File: config.mk
export PLATFORM = sky130hd
export DESIGN_NAME = jk_shift_reg
export DESIGN_NICKNAME = d
export VERILOG_FILES = /design/src/rtl/jk_shift_pkg.sv /design/src/rtl/jk_shift_ctrl.sv /design/src/rtl/jk_shift_datapath.sv /design/src/rtl/jk_shift_reg.sv
export SDC_FILE = /design/constraint.sdc
export NUM_CORES = 1
export LEC_CHECK = 0
export ABC_AREA = 1
export ABC_CLOCK_PERIOD_IN_PS = 1500
export BUFFER_PORTS_ARGS = -buffer_cell sky130_fd_sc_hd__buf_2
export CORE_AREA = 5 5 42 44
export CTS_CLUSTER_SIZE = 8
export DETAILED_ROUTE_END_ITERATION = 12
export DIE_AREA = 0 0 47 49
export GPL_ROUTABILITY_DRIVEN = 0
export PLACE_DENSITY_LB_ADDON = 0.12
export SETUP_SLACK_MARGIN = 0.02
export SYNTH_ARGS = -nofsm -noshare
export SYNTH_HDL_FRONTEND = slang
export SYNTH_SLANG_ARGS = --single-unit
export TNS_END_PERCENT = 1
File: constraint.sdc
create_clock -name clk -period 1.5 [get_ports clk]
set_clock_uncertainty 0.05 [all_clocks]
set_input_delay 0.075 -clock clk [delete_from_list [all_inputs] [get_ports clk]]
set_output_delay 0.075 -clock clk [all_outputs]
set_load 0.02 [all_outputs]
File: src/rtl/jk_shift_pkg.sv
package jk_shift_pkg;

  // Action applied to stage 0 during a shift step
  typedef enum logic [1:0] {
    FIRST_RESET  = 2'd0,
    FIRST_SET    = 2'd1,
    FIRST_HOLD   = 2'd2,
    FIRST_TOGGLE = 2'd3
  } firstAction_e;

  // Strobes from control to datapath
  typedef struct packed {
    logic         doShift;
    logic         doLoad;
    firstAction_e firstAct;
  } ctrlStrobes_t;

endpackage

File: src/rtl/jk_shift_ctrl.sv
module jk_shift_ctrl
  import jk_shift_pkg::*;
(
  input  logic         shiftEn,
  input  logic         jIn,
  input  logic         kBarIn,
  output ctrlStrobes_t strobes
);

  firstAction_e actSel;

  // K is active low: J=0/Kb=0 reset, J=1/Kb=1 set, J=0/Kb=1 hold, J=1/Kb=0 toggle
  always_comb begin
    unique case ({jIn, kBarIn})
      2'b00:   actSel = FIRST_RESET;
      2'b11:   actSel = FIRST_SET;
      2'b01:   actSel = FIRST_HOLD;
      default: actSel = FIRST_TOGGLE;
    endcase
  end

  always_comb begin
    strobes.doShift  = shiftEn;
    strobes.doLoad   = ~shiftEn;
    strobes.firstAct = actSel;
  end

endmodule

File: src/rtl/jk_shift_datapath.sv
module jk_shift_datapath
  import jk_shift_pkg::*;
#(
  parameter int WIDTH = 4
) (
  input  logic             clk,
  input  logic             clearN,
  input  ctrlStrobes_t     strobes,
  input  logic [WIDTH-1:0] parIn,
  output logic [WIDTH-1:0] stage
);

  localparam int LAST = WIDTH - 1;

  logic [WIDTH-1:0] stageNext;
  logic             firstNext;

  always_comb begin
    unique case (strobes.firstAct)
      FIRST_RESET:  firstNext = 1'b0;
      FIRST_SET:    firstNext = 1'b1;
      FIRST_HOLD:   firstNext = stage[0];
      default:      firstNext = ~stage[0];
    endcase
  end

  always_comb begin
    stageNext[0] = strobes.doLoad ? parIn[0] : firstNext;
  end

  for (genvar n = 1; n <= LAST; n++) begin : gen_stage_mux
    always_comb begin
      stageNext[n] = strobes.doLoad ? parIn[n] : stage[n-1];
    end
  end

  always_ff @(posedge clk or negedge clearN) begin
    if (!clearN) begin
      stage <= '0;
    end else begin
      stage <= stageNext;
    end
  end

  // Shift moves each stage up one position
  assert_shift_moves_R1: assert property (@(posedge clk) disable iff (!clearN)
    strobes.doShift |=> stage[LAST:1] == $past(stage[LAST-1:0]));

  // Parallel load copies the data bus
  assert_load_copies_R2: assert property (@(posedge clk) disable iff (!clearN)
    strobes.doLoad |=> stage == $past(parIn));

  // Reset and set actions of the JK pair
  assert_first_reset_R3: assert property (@(posedge clk) disable iff (!clearN)
    (strobes.doShift && strobes.firstAct == FIRST_RESET) |=> !stage[0]);

  assert_first_set_R3: assert property (@(posedge clk) disable iff (!clearN)
    (strobes.doShift && strobes.firstAct == FIRST_SET) |=> stage[0]);

  // Toggle action
  assert_first_toggle_R4: assert property (@(posedge clk) disable iff (!clearN)
    (strobes.doShift && strobes.firstAct == FIRST_TOGGLE) |=> stage[0] != $past(stage[0]));

  // Hold action
  assert_first_hold_R5: assert property (@(posedge clk) disable iff (!clearN)
    (strobes.doShift && strobes.firstAct == FIRST_HOLD) |=> $stable(stage[0]));

  // Clear keeps all stages at zero
  assert_clear_zero_R6: assert property (@(posedge clk)
    !clearN |-> stage == '0);

endmodule

File: src/rtl/jk_shift_reg.sv
module jk_shift_reg
  import jk_shift_pkg::*;
#(
  parameter int WIDTH = 4
) (
  input  logic             clk,
  input  logic             clearN,
  input  logic             shiftEn,
  input  logic             jIn,
  input  logic             kBarIn,
  input  logic [WIDTH-1:0] parIn,
  output logic [WIDTH-1:0] stageOut,
  output logic             lastStageN
);

  ctrlStrobes_t     strobes;
  logic [WIDTH-1:0] stage;

  jk_shift_ctrl ctrl_i (
    .shiftEn (shiftEn),
    .jIn     (jIn),
    .kBarIn  (kBarIn),
    .strobes (strobes)
  );

  jk_shift_datapath #(.WIDTH(WIDTH)) data_i (
    .clk     (clk),
    .clearN  (clearN),
    .strobes (strobes),
    .parIn   (parIn),
    .stage   (stage)
  );

  assign stageOut   = stage;
  assign lastStageN = ~stage[WIDTH-1];

endmodule

==> impl_results.md <==
* Outcome: complete, no violations
* Most frequent cell after synthesis: nand2_1
* Post-synth cell types at 7
* Detail Route Antenna Nets at 0
* DRC Markers at 0
* Post-synthesis compound-gate area fraction at 0
* Critical path cell sequence: buf_2
* Max IR drop VDD at 0.4569 mV
* Max reg flops at 4
* Fmax at 1.073 GHz
* Vias at 234
* Register area at 100.1 um2
* Tot Pwr at 0.3390 mW
* Hold Crit Class: input pin to register
* Hold depth at 3
* Worst path max stage delay at 0.40 ns
* Syn Nets at 40
* Tot GR Track Use at 0.05787
* Power Internal at 0.2433 mW
* Synth Warn # at 0
* Clk sink count at 4
* Asr flop ratio synth at 1.000
* Detailed Route Iter0 Violations at 2
* Worst slew pin tran at 0.1288 ns
* Area share of fa/ha/maj cells after synthesis at 0.1156
* Post-route setup slack at 0.5680 ns
* # diodes at 0
* Core footprint at 1401 um2
* Grt ovf at 0
* XOR/XNOR share of the synthesized area at 0
* First-pass DRT Iterations at 4
* Largest Register: data_i.stage
* Area of the multi-input gates at 93.84 um2
* Worst-path maximum fanout at 4
* Crit path capture type: output pin
* Final min period at 0.9320 ns
* DR WL/cell at 8.477 um
* Worst path top cell family by delay: flip-flops
* Synthesis-to-layout area growth at 68.21%
* Top cells by area, synth: dfrtp_1 46%, nand2_1 24%, ha_1 12%
* Worst slack at placement at 0.6082 ns
* TritonCTS clock tree: built
* Ports at 14
* Synth Area in Simple Gates at 0.3179
* Initial antenna violation count at 0
* Max-cap violations at 0
* Post-cts resize count at 0
* Clock Root Buffer: clkbuf_4
* Critical Path AT at 0.81 ns
* Dominant cell type by area after synthesis: dfrtp_1
* Global-route wire length before repair at 862 um
* Length in cells of the worst reg-to-reg path at 4
* Synth Cell Area at 216.5 um2
* Final setup violation count at 0
* Design area at 364.1 um2
* Clk Latency, worst-skew pair at 0.24 ns
* LEAKAGE at 0.2196 nW
* Comb power frac at 0.234
* Period utilization at 0.6213
* Ys flop type: dfrtp_1
* Chip Width at 47 um
* Post-synth top area share at 0.4624
* Crit-path slowest cell: dfrtp_1
* Share of cells above drive strength 1 at 0.3673
* Mean Syn Cell Area at 7.464 um2
* Site row count at 14
* CP bufs+invs at 1
* Initial Utilization at 0.1545
* Commonest cells in the netlist: 14 x nand2_1, 5 x inv_1, 4 x dfrtp_1
* Main combinational cell family by area after synthesis: simple AND/OR/NAND/NOR gates
* Filler Cell Count at 163
* Cells after synthesis at 29
* Die H at 49 um
* Final Hold Vio Count at 0
* Placed inst area at 301.5 um2
* Relative slew slack at 0.9142
* Fin util at 0.2598
* Clk network pwr share at 0.394
* Largest net degree at the start of global routing at 6
* DPL Wire Length at 453.7 um
* Unrepaired setup endpoints after global routing: no
* Final Max Slew Viols at 0
* Final wirelength at 551 um
* Sequential fraction of design power at 0.372
* WP depth at 1
* Switching power total at 0.09570 mW
* Layout Nets at 62
* TNS Setup at 0 ns
* Max clock buf depth at 2
* CTS H-tree depth at 1
* Number of synthesized flops with an enable pin at 0
* Largest registers: data_i.stage (4)
* Register bit total from synthesis at 4
* Setup Crit Path Kind: register to output pin
* Sequential area share after synthesis at 0.4624
* Die ar. at 2303 um2
* Sw Share at 0.2823
* WP data required at 1.37 ns
* Post-synthesis mux area share at 0
* Drt via density at 3.600
* Startpoint types: register
* Vias in the first global route at 218
* Port bufs at 13
* Clock transition at path regs at 0.04 ns
* Power per cell area at 931.0 nW/um2
* CTS Buf Count at 3
## final timing paths
| path | start | end | slack [ns] |
|---|---|---|---|
| max | data_i.stage[0] | stageOut[0] | 0.57 |
| min | shiftEn | data_i.stage[1] | 0.07 |
| max reg2reg | data_i.stage[0] | data_i.stage[0] | 0.71 |
| min reg2reg | data_i.stage[1] | data_i.stage[2] | 0.41 |
| max in group asynchronous | clearN | data_i.stage[0] | 1.15 |
| min in group asynchronous | clearN | data_i.stage[2] | 0.12 |
## layout by cell type, fill, tap and decap left out
cell and n:
inv_2 1, dfrtp_1 4, dlygate4sd3_1 4, ha_1 2, buf_2 13, nor2_2 1
nand2_1 14, inv_1 5, clkbuf_4 3, nand3_1 2
## cell families after synthesis
group,after synthesis
buffers and inverters,6
flip-flops,4
AND/OR/NAND/NOR,17
adder cells (fa/ha/maj),2
## power groups by stage
stage	registers (mW)	clock network, mW	logic [mW]
floorplan	0.141	0	0.0263
global placement	0.127	0	0.0718
detailed placement	0.128	0	0.0731
CTS	0.127	0.142	0.0812
global route	0.128	0.153	0.0886
finish	0.126	0.134	0.0792
## metrics by stage
| stage | std cells | hold WS (ns) |
|---|---|---|
| floorplan | 29 | -0.2706 |
| global route | 65 | 0.07502 |
| detailed placement | 58 | -0.1621 |
| finish | 65 | 0.06943 |
| CTS | 65 | 0.06660 |
| global placement | 58 | -0.1648 |
## per-layer routing
metal  part of all wire  routed length [um]  GRT usage
met2               0.45                 248    0.07919
met5                  0                   0          0
met4                  0                   0    0.01382
met3               0.16                  89    0.06642
met1               0.38                 212    0.05752
## final cells by class
| type | count | share of cell area |
|---|---|---|
| clock buffers | 3 | 0.06186 |
| flip-flops and latches | 4 | 0.2749 |
| multi-input cells | 19 | 0.2577 |
| repair buffers | 17 | 0.2887 |
| well taps | 16 | 0.05498 |
| inverters | 6 | 0.06186 |
## timing repair
item	CTS	global route
buffers inserted	0	0
hold buffers	4	0
endpoints found under the hold margin	7	0
endpoints found under the setup margin	0	0
Power figures use the tool's default switching activity.
